==> src/rtl/hp_slot_pkg.sv <==
`timescale 1ns/1ps
package hp_slot_pkg;

    typedef enum logic [1:0] {
        IND_RSVD  = 2'b00,
        IND_ON    = 2'b01,
        IND_BLINK = 2'b10,
        IND_OFF   = 2'b11
    } ind_e;

    // slot control bit positions
    localparam int unsigned C_ATTN_LSB = 0;
    localparam int unsigned C_PIND_LSB = 2;
    localparam int unsigned C_PWR_OFF  = 4;
    localparam int unsigned C_LOCK_TGL = 5;
    localparam int unsigned C_HPIE     = 6;
    localparam int unsigned C_CCIE     = 7;
    localparam int unsigned C_PDCE     = 8;
    localparam int unsigned C_ABPE     = 9;
    localparam int unsigned C_TOP      = 9;

    // slot status bit positions
    localparam int unsigned S_ABP  = 0;
    localparam int unsigned S_PDC  = 1;
    localparam int unsigned S_CC   = 2;
    localparam int unsigned S_PDS  = 3;
    localparam int unsigned S_LOCK = 4;
    localparam int unsigned S_W1C_W = 3;

    typedef struct packed {
        ind_e attn;
        ind_e pind;
        logic pwr_off;
        logic hpie;
        logic ccie;
        logic pdce;
        logic abpe;
    } ctrl_t;

    typedef struct packed {
        logic abp;
        logic pdc;
        logic cc;
        logic pds;
        logic lock;
    } stat_t;

endpackage

==> src/rtl/hp_slot_ctrl.sv <==
`timescale 1ns/1ps
module hp_slot_ctrl
    import hp_slot_pkg::*;
#(
    parameter int unsigned DATA_W      = 16,
    parameter int unsigned PWR_CTRL_EN = 1,
    localparam int unsigned BE_W       = DATA_W / 8
) (
    input  logic              clk,
    input  logic              rst_n,
    input  logic              boot_present,
    input  logic              wr_en,
    input  logic [BE_W-1:0]   be,
    input  logic [DATA_W-1:0] wdata,
    input  logic              present,
    output ctrl_t             ctrl,
    output logic              cmd_pulse,
    output logic              lock_tgl,
    output logic              detach
);

    typedef struct packed {
        ctrl_t ctrl;
        logic  cmd;
        logic  tgl;
        logic  det;
    } cstate_t;

    cstate_t s_d, s_q;
    logic    pwr_off_rst;
    ind_e    pind_rst;
    logic    unused_hi;

    assign unused_hi = ^wdata[DATA_W-1:C_TOP+1];

    generate
        if (PWR_CTRL_EN != 0) begin : g_pwr
            assign pwr_off_rst = ~boot_present;
            assign pind_rst    = boot_present ? IND_ON : IND_OFF;
        end else begin : g_nopwr
            assign pwr_off_rst = 1'b0;
            assign pind_rst    = IND_OFF;
        end
    endgenerate

    always_comb begin
        s_d     = s_q;
        s_d.cmd = 1'b0;
        s_d.tgl = 1'b0;
        s_d.det = 1'b0;
        if (wr_en && (|be)) begin
            s_d.cmd = 1'b1;
            if (be[0]) begin
                s_d.ctrl.attn = ind_e'(wdata[C_ATTN_LSB +: 2]);
                s_d.ctrl.pind = ind_e'(wdata[C_PIND_LSB +: 2]);
                if (PWR_CTRL_EN != 0) begin
                    s_d.ctrl.pwr_off = wdata[C_PWR_OFF];
                end
                s_d.ctrl.hpie = wdata[C_HPIE];
                s_d.ctrl.ccie = wdata[C_CCIE];
                s_d.tgl       = wdata[C_LOCK_TGL];
                s_d.det       = present && wdata[C_PWR_OFF]
                                && (wdata[C_PIND_LSB +: 2] == IND_OFF);
            end
            if (be[1]) begin
                s_d.ctrl.pdce = wdata[C_PDCE];
                s_d.ctrl.abpe = wdata[C_ABPE];
            end
        end
    end

    always_ff @(posedge clk) begin
        if (!rst_n) begin
            s_q.ctrl.attn    <= IND_OFF;
            s_q.ctrl.pind    <= pind_rst;
            s_q.ctrl.pwr_off <= pwr_off_rst;
            s_q.ctrl.hpie    <= 1'b0;
            s_q.ctrl.ccie    <= 1'b0;
            s_q.ctrl.pdce    <= 1'b0;
            s_q.ctrl.abpe    <= 1'b0;
            s_q.cmd          <= 1'b0;
            s_q.tgl          <= 1'b0;
            s_q.det          <= 1'b0;
        end else begin
            s_q <= s_d;
        end
    end

    assign ctrl      = s_q.ctrl;
    assign cmd_pulse = s_q.cmd;
    assign lock_tgl  = s_q.tgl;
    assign detach    = s_q.det;

    // detach and toggle only ever ride on a command
    assert_detach_is_command_R6: assert property (@(posedge clk) disable iff (!rst_n)
        detach |-> cmd_pulse);
    assert_toggle_is_command_R2: assert property (@(posedge clk) disable iff (!rst_n)
        lock_tgl |-> cmd_pulse);
    // a zero-enable write leaves every field alone
    assert_no_be_no_change_R11: assert property (@(posedge clk) disable iff (!rst_n)
        (wr_en && !(|be)) |=> $stable(ctrl));

endmodule

==> src/rtl/hp_slot_status.sv <==
`timescale 1ns/1ps
module hp_slot_status
    import hp_slot_pkg::*;
(
    input  logic               clk,
    input  logic               rst_n,
    input  logic               boot_present,
    input  logic               w1c_en,
    input  logic [S_W1C_W-1:0] w1c_bits,
    input  logic               cmd_pulse,
    input  logic               lock_tgl,
    input  logic               detach,
    input  logic               btn_press,
    input  logic               insert_req,
    input  logic               remove_req,
    output stat_t              stat,
    output logic               busy
);

    stat_t s_d, s_q;

    always_comb begin
        s_d = s_q;
        if (w1c_en) begin
            if (w1c_bits[S_ABP]) s_d.abp = 1'b0;
            if (w1c_bits[S_PDC]) s_d.pdc = 1'b0;
            if (w1c_bits[S_CC])  s_d.cc  = 1'b0;
        end
        if (cmd_pulse) s_d.cc   = 1'b1;
        if (lock_tgl)  s_d.lock = ~s_q.lock;
        if (detach) begin
            s_d.pds = 1'b0;
            s_d.pdc = 1'b1;
        end
        if (btn_press) s_d.abp = 1'b1;
        if (!s_q.lock) begin
            if (insert_req) begin
                s_d.pds = 1'b1;
                s_d.pdc = 1'b1;
            end else if (remove_req) begin
                s_d.pds = 1'b0;
                s_d.pdc = 1'b1;
            end
        end
    end

    always_ff @(posedge clk) begin
        if (!rst_n) begin
            s_q.abp  <= 1'b0;
            s_q.pdc  <= 1'b0;
            s_q.cc   <= 1'b0;
            s_q.pds  <= boot_present;
            s_q.lock <= 1'b0;
        end else begin
            s_q <= s_d;
        end
    end

    assign stat = s_q;
    assign busy = s_q.lock && (insert_req || remove_req);

    assert_cc_after_cmd_R1: assert property (@(posedge clk) disable iff (!rst_n)
        cmd_pulse |=> stat.cc);
    assert_lock_flips_R2: assert property (@(posedge clk) disable iff (!rst_n)
        lock_tgl |=> (stat.lock != $past(stat.lock)));
    assert_busy_when_locked_R7: assert property (@(posedge clk) disable iff (!rst_n)
        (stat.lock && (insert_req || remove_req)) |-> busy);
    assert_locked_keeps_presence_R7: assert property (@(posedge clk) disable iff (!rst_n)
        (stat.lock && (insert_req || remove_req) && !detach) |=> $stable(stat.pds));
    assert_insert_taken_R8: assert property (@(posedge clk) disable iff (!rst_n)
        (!stat.lock && insert_req) |=> (stat.pds && stat.pdc));
    assert_detach_effect_R6: assert property (@(posedge clk) disable iff (!rst_n)
        (detach && !(insert_req && !stat.lock)) |=> (!stat.pds && stat.pdc));
    assert_button_sets_R12: assert property (@(posedge clk) disable iff (!rst_n)
        btn_press |=> stat.abp);

endmodule

==> src/rtl/hp_slot_event.sv <==
`timescale 1ns/1ps
module hp_slot_event
    import hp_slot_pkg::*;
(
    input  ctrl_t ctrl,
    input  stat_t stat,
    output logic  hp_event
);

    logic [2:0] src;

    always_comb begin
        src[0]   = stat.cc  && ctrl.ccie;
        src[1]   = stat.pdc && ctrl.pdce;
        src[2]   = stat.abp && ctrl.abpe;
        hp_event = ctrl.hpie && (|src);
    end

endmodule

==> src/rtl/hp_slot_unit.sv <==
`timescale 1ns/1ps
module hp_slot_unit
    import hp_slot_pkg::*;
#(
    parameter int unsigned DATA_W      = 16,
    parameter int unsigned PWR_CTRL_EN = 1,
    localparam int unsigned BE_W       = DATA_W / 8
) (
    input  logic              clk,
    input  logic              rst_n,
    input  logic              boot_present,
    input  logic              reg_wr,
    input  logic              reg_addr,
    input  logic [BE_W-1:0]   reg_be,
    input  logic [DATA_W-1:0] reg_wdata,
    output logic [DATA_W-1:0] reg_rdata,
    input  logic              btn_press,
    input  logic              insert_req,
    input  logic              remove_req,
    output logic              plug_busy,
    output logic              hp_event
);

    ctrl_t ctrl;
    stat_t stat;
    logic  ctrl_wr;
    logic  stat_w1c;
    logic  cmd_pulse;
    logic  lock_tgl;
    logic  detach;

    assign ctrl_wr  = reg_wr && !reg_addr;
    assign stat_w1c = reg_wr && reg_addr && reg_be[0];

    hp_slot_ctrl #(
        .DATA_W      (DATA_W),
        .PWR_CTRL_EN (PWR_CTRL_EN)
    ) u_ctrl (
        .clk          (clk),
        .rst_n        (rst_n),
        .boot_present (boot_present),
        .wr_en        (ctrl_wr),
        .be           (reg_be),
        .wdata        (reg_wdata),
        .present      (stat.pds),
        .ctrl         (ctrl),
        .cmd_pulse    (cmd_pulse),
        .lock_tgl     (lock_tgl),
        .detach       (detach)
    );

    hp_slot_status u_stat (
        .clk          (clk),
        .rst_n        (rst_n),
        .boot_present (boot_present),
        .w1c_en       (stat_w1c),
        .w1c_bits     (reg_wdata[S_W1C_W-1:0]),
        .cmd_pulse    (cmd_pulse),
        .lock_tgl     (lock_tgl),
        .detach       (detach),
        .btn_press    (btn_press),
        .insert_req   (insert_req),
        .remove_req   (remove_req),
        .stat         (stat),
        .busy         (plug_busy)
    );

    hp_slot_event u_evt (
        .ctrl     (ctrl),
        .stat     (stat),
        .hp_event (hp_event)
    );

    always_comb begin
        reg_rdata = '0;
        if (reg_addr) begin
            reg_rdata[S_ABP]  = stat.abp;
            reg_rdata[S_PDC]  = stat.pdc;
            reg_rdata[S_CC]   = stat.cc;
            reg_rdata[S_PDS]  = stat.pds;
            reg_rdata[S_LOCK] = stat.lock;
        end else begin
            reg_rdata[C_ATTN_LSB +: 2] = ctrl.attn;
            reg_rdata[C_PIND_LSB +: 2] = ctrl.pind;
            reg_rdata[C_PWR_OFF]       = ctrl.pwr_off;
            reg_rdata[C_HPIE]          = ctrl.hpie;
            reg_rdata[C_CCIE]          = ctrl.ccie;
            reg_rdata[C_PDCE]          = ctrl.pdce;
            reg_rdata[C_ABPE]          = ctrl.abpe;
        end
    end

    // a command write shows completion two edges later at the ports
    assert_write_completes_R1: assert property (@(posedge clk) disable iff (!rst_n)
        cmd_pulse |=> (stat.cc || !rst_n));
    // no event may be raised while the master enable is clear
    assert_event_gated_R10: assert property (@(posedge clk) disable iff (!rst_n)
        !ctrl.hpie |-> !hp_event);

endmodule

==> config.mk <==
export PLATFORM = sky130hd
export DESIGN_NAME = hp_slot_unit
export DESIGN_NICKNAME = d
export VERILOG_FILES = /design/src/rtl/hp_slot_pkg.sv /design/src/rtl/hp_slot_ctrl.sv /design/src/rtl/hp_slot_status.sv /design/src/rtl/hp_slot_event.sv /design/src/rtl/hp_slot_unit.sv
export SDC_FILE = /design/constraint.sdc
export NUM_CORES = 1
export LEC_CHECK = 0
export BUFFER_PORTS_ARGS = -buffer_cell sky130_fd_sc_hd__buf_4
export CORE_MARGIN = 2
export CORE_UTILIZATION = 35
export DETAILED_ROUTE_END_ITERATION = 10
export GPL_TIMING_DRIVEN = 0
export PLACE_DENSITY = 0.65
export SLEW_MARGIN = 5
export SYNTH_ARGS = -nofsm -noshare
export SYNTH_HDL_FRONTEND = slang
export SYNTH_SLANG_ARGS = --single-unit
export TNS_END_PERCENT = 20
==> constraint.sdc <==
create_clock -name clk -period 2.35 [get_ports clk]
set_input_delay 0.47 -clock clk [delete_from_list [all_inputs] [get_ports clk]]
set_output_delay 0.47 -clock clk [all_outputs]
set_load 0.005 [all_outputs]
# Yosys cells after proc, flatten, opt, wreduce, memory -nomap -nowiden
# Cells that the tools add are included.
[totals]
register_bits = 17
inputBits = 26
output_inout_bits = 18
elab_cells = 69
[op_classes]
n_eq_ne = 3
mux = 24
n_bitwise = 2
n_reduce_logical = 25
[ops]
columns = ["cell", "count"]
rows = [
  ["$mux 10", 2],
  ["$mux 1", 14],
  ["$logic_and 1x1->1", 11],
  ["$mux 5", 2],
  ["$reduce_and 2->1", 5],
  ["$mux 2", 4],
  ["$reduce_bool 2->1", 4],
  ["$mux 4", 1],
  ["$ne 2x1->1 const B", 2],
  ["$mux 3", 1],
  ["$reduce_and 3->1", 1],
  ["$reduce_or 3->1", 1],
  ["$eq 2x2->1 const B", 1],
  ["$not 1->1", 2],
  ["$reduce_or 2->1", 1],
  ["$logic_not 1->1", 1],
  ["$logic_or 1x1->1", 1],
]

# Depth between registers and ports, before layout
[depth]
ltp_word = 7
ltp_mapped = 4
ltp_nobuf = 3

# Modules after synthesis
# From an unflattened synthesis, not the netlist that was laid out.
[hier_totals]
hier_cells = 93
hier_area_um2 = 889.6
[modules_own_cells]
columns = ["mod", "instances", "cells_each", "area_each_um2", "seq_area_each_um2"]
rows = [
  ["hp_slot_ctrl", 1, 48, 478.0, 270.3],
  ["hp_slot_status", 1, 23, 205.2, 100.1],
  ["hp_slot_unit", 1, 20, 190.2, 0.0],
  ["hp_slot_event", 1, 2, 16.3, 0.0],
]

# Least setup slack after synthesis
# OpenSTA, ideal clock, no wires.
[synth_path]
kind = "input -> output"
startpoint = "input port reg_addr"
endpoint = "output port reg_rdata[0]"
arrival_time_ns = 0.942
required_time_ns = 1.880
setup_slack_ns = 0.938
path_stages = 2
path_buffers = 1
cell_sequence = "buf_4 mux2_2"
[synth_via]
elab_chain_len = 1
[synth_rtl]
columns = ["element", "line_no", "text"]
rows = [
  ["start: declaration", "hp_slot_unit.sv:13", "input logic reg_addr,"],
  ["$mux 5", "hp_slot_unit.sv:76", "if (reg_addr) begin"],
  ["end: declaration", "hp_slot_unit.sv:16", "output logic [DATA_W-1:0] reg_rdata,"],
]
# Every way passes these cells.

# Worst setup path in the final report
[layout_path]
startpoint = "input port reg_addr"
endpoint = "output port reg_rdata[2]"
# Same word-level chain as after synthesis.

==> impl_metrics.csv <==
group,metric,value,unit
run_status,outcome,"finished clean",
setup_path,r2r-start,"u_stat.stat[0]$_SDFFE_PN0P_",
floorplan,fp.dieW,52.28,um
synthesis,avgSynthCellArea,9.829,um^2
grt,grt-ovfl-total,0,
layout,antenna_cells,0,
setup_path,critPathMaxFanout,10,
place,dp_hpwl,1376,um
drt,ant_nets,0,
setup_path,slowest_stage,"mux2_2",
setup_path,crit_cells,4,
synthesis,synth_most_common_cell,"dfxtp_1",
synthesis,synthTopCellsByArea,"dfxtp_1 (34%), edfxtp_1 (11%), buf_4 (8.3%)",
place,io_buffers,29,
place,place.gp.congestion,0.7544,
layout,drive_gt1_share,39.34,%
clocking,cts_buffers,3,
synthesis,synth-edff-count,3,
clocking,clk_pin_slew,0.10,ns
setup_path,cp_top_family,"buffers and inverters",
sta,finalSetupViolCount,0,
synthesis,synth_seq_cells,17,
grt,antenna_found_initial,0,
synthesis,syn_area,815.8,um^2
floorplan,die_area,2733,um^2
clocking,post-cts-setup-buffers,0,
hold_path,hold_path_class,"primary input to flip-flop",
sta,clock_skew,0.0003110,ns
synthesis,synth_xor_area_share,1.074,%
pwr,power_density,517.4,nW/um^2
setup_path,start_kind,"primary input",
layout,instances_no_fill,150,
place,place_area,1091,um^2
setup_path,crit_chain,"buf_4 > buf_4 > mux2_2 > buf_4",
pwr,leakagePower,0.5271,nW
layout,fin_nets,149,
synthesis,yosysSeqAreaShare,45.40,%
synthesis,ys_types,27,
setup_path,reg2regPathDepth,2,
sta,fmax,584.6,MHz
synthesis,synthArstFlopShare,0,%
setup_path,worstSetupPathType,"primary input to primary output",
sta,fin_setup_tns,0,ns
synthesis,synthCells,83,
drt,wl,1726,um
clocking,htree_levels,1,
setup_path,reg2reg_setup_slack,1.50,ns
drt,drtIter0Drc,17,
layout,synthToLayoutAreaGrowth,36.96,%
sta,finalCritPeriodShare,72.78,%
pwr,p_total,0.5781,mW
clocking,ctsHoldBuffers,0,
setup_path,arrival,1.24,ns
setup_path,critPathLaunch,"reg_addr",
hold_path,hp-start,"reg_wdata[5]",
setup_path,r2r_end,"u_stat.stat[3]$_SDFF_PN0_",
grt,grt_pass1_vias,593,
clocking,cts_buffer_depth,2,
sta,min_period,1.710,ns
synthesis,synth_top_cell_by_area,"dfxtp_1",
hold_path,whs_endpoint,"u_ctrl.lock_tgl$_SDFF_PN0_",
synthesis,muxShareOfSynthArea,6.902,%
drt,wl_per_cell,11.51,um
floorplan,design.core.area,2212,um^2
floorplan,ios,44,
drt,drt_first_pass_iters,5,
synthesis,synth_compound_area_share,15.95,%
drt,drc,0,
setup_path,cpPeakStageDelay,0.36,ns
setup_path,path_buf_inv,3,
place,dpl.cell_count,146,
floorplan,fp-row-count,17,
grt,track_usage,12.79,%
synthesis,netlist.area_leader.share,34.36,%
clocking,clock_latency,0.29,ns
floorplan,dieHeight,52.28,um
synthesis,synth_fa_ha_area_share,0,%
clocking,cts.sink_count,17,
drt,vias,694,
clocking,cts_tree,"done",
synthesis,synth_flop_cell,"dfxtp_1",
grt,grt_start_max_net_pins,11,
hold_path,min_path_cells,2,
layout,post-route-cell-area,1117,um^2
synthesis,ys_warn_count,0,
clocking,root_buffer,"clkbuf_4",
job,drv_cap,0,
layout,fin_util,50.51,%
synthesis,synth_top_family_by_area,"simple AND/OR/NAND/NOR gates",
drt,vias_per_cell,4.627,
synthesis,synth_simple_gate_area_share,19.94,%
setup_path,worst_setup_path_end_kind,"primary output",
grt,grt_pass1_wl,2559,um
synthesis,ys_top_cells_by_count,"dfxtp_1 (14), buf_4 (9), nor2b_1 (6), o21ai_0 (6), mux2_2 (5)",
clocking,ctsResizeCount,0,
sta,slew_violations,0,
setup_path,cp.required,1.88,ns
pwr,ir_drop,342.8,uV
sta,rsz0062_at_grt,"false",
setup_path,crit_top_cell,"buf_4",
sta,hold_violations,0,
floorplan,start_util,36.88,%
[layout by cell type (no fill, tap or decap), drive strengths merged, types with 4 or more instances in the layout]
cell type | netlist | final
nand3 | 4 | 4
mux2 | 5 | 5
buf | 10 | 39
nor2 | 4 | 4
nand2 | 4 | 4
dfxtp | 14 | 14
o21ai | 6 | 6
clkbuf | 0 | 4
nor2b | 6 | 6
conb | 1 | 7
[kinds of logic (layout without fill, tap and decap cells)]
logic type | count (synthesis) | in the layout
simple gates | 28 | 28
other cells | 1 | 7
compound gates | 18 | 18
buf+inv | 13 | 46
flops | 17 | 17
mux | 5 | 5
xor+xnor | 1 | 1
[worst max path at each step]
stage	end	slack (ns)
floorplan	reg_rdata[0]	0.94
CTS	reg_rdata[2]	0.64
global placement	reg_rdata[2]	0.65
finish	reg_rdata[2]	0.64
detailed placement	reg_rdata[2]	0.64
global route	reg_rdata[2]	0.60
[sequential cells by signal, summed over array words and instances, names as in the netlist]
name,flops
u_ctrl.lock_tgl,1
u_stat.stat,5
u_ctrl.cmd_pulse,1
u_ctrl.ctrl,9
u_ctrl.detach,1
[metal layers]
layer,GRT usage [%],vias up,share of wire (%)
li1,-,359,-
met3,2.571,2,6.1
met2,20.21,27,46
met4,3.846,0,0.93
met1,17.53,306,47
met5,0,-,0
[per-stage QoR]
step	hold slack, ns	worst slack (ns)
after global routing	0.3690	0.6034
after global placement	0.4373	0.6476
after detailed placement	0.4513	0.6441
final	0.3803	0.6396
after CTS	0.3713	0.6417
after floorplan	0.4290	0.9380
[final cells by class]
| cell class | count | area (um^2) |
|---|---|---|
| fill | 228 | 1095 |
| multi-input combinational | 59 | 384.1 |
| sequential | 17 | 370.4 |
| timing repair buffer | 29 | 217.7 |
| buffer | 10 | 72.57 |
| tap | 28 | 35.03 |
| clock buffer | 4 | 26.28 |
| inverter | 3 | 11.26 |
[report_power, final]
group | leakage [nW] | internal [mW] | switching [mW]
registers | 0.144 | 0.312 | 0.00775
clock network | 0.0150 | 0.0659 | 0.0892
logic | 0.368 | 0.0623 | 0.0410
total | 0.527 | 0.440 | 0.138
Note: power is estimated with default switching activity, not from simulation.
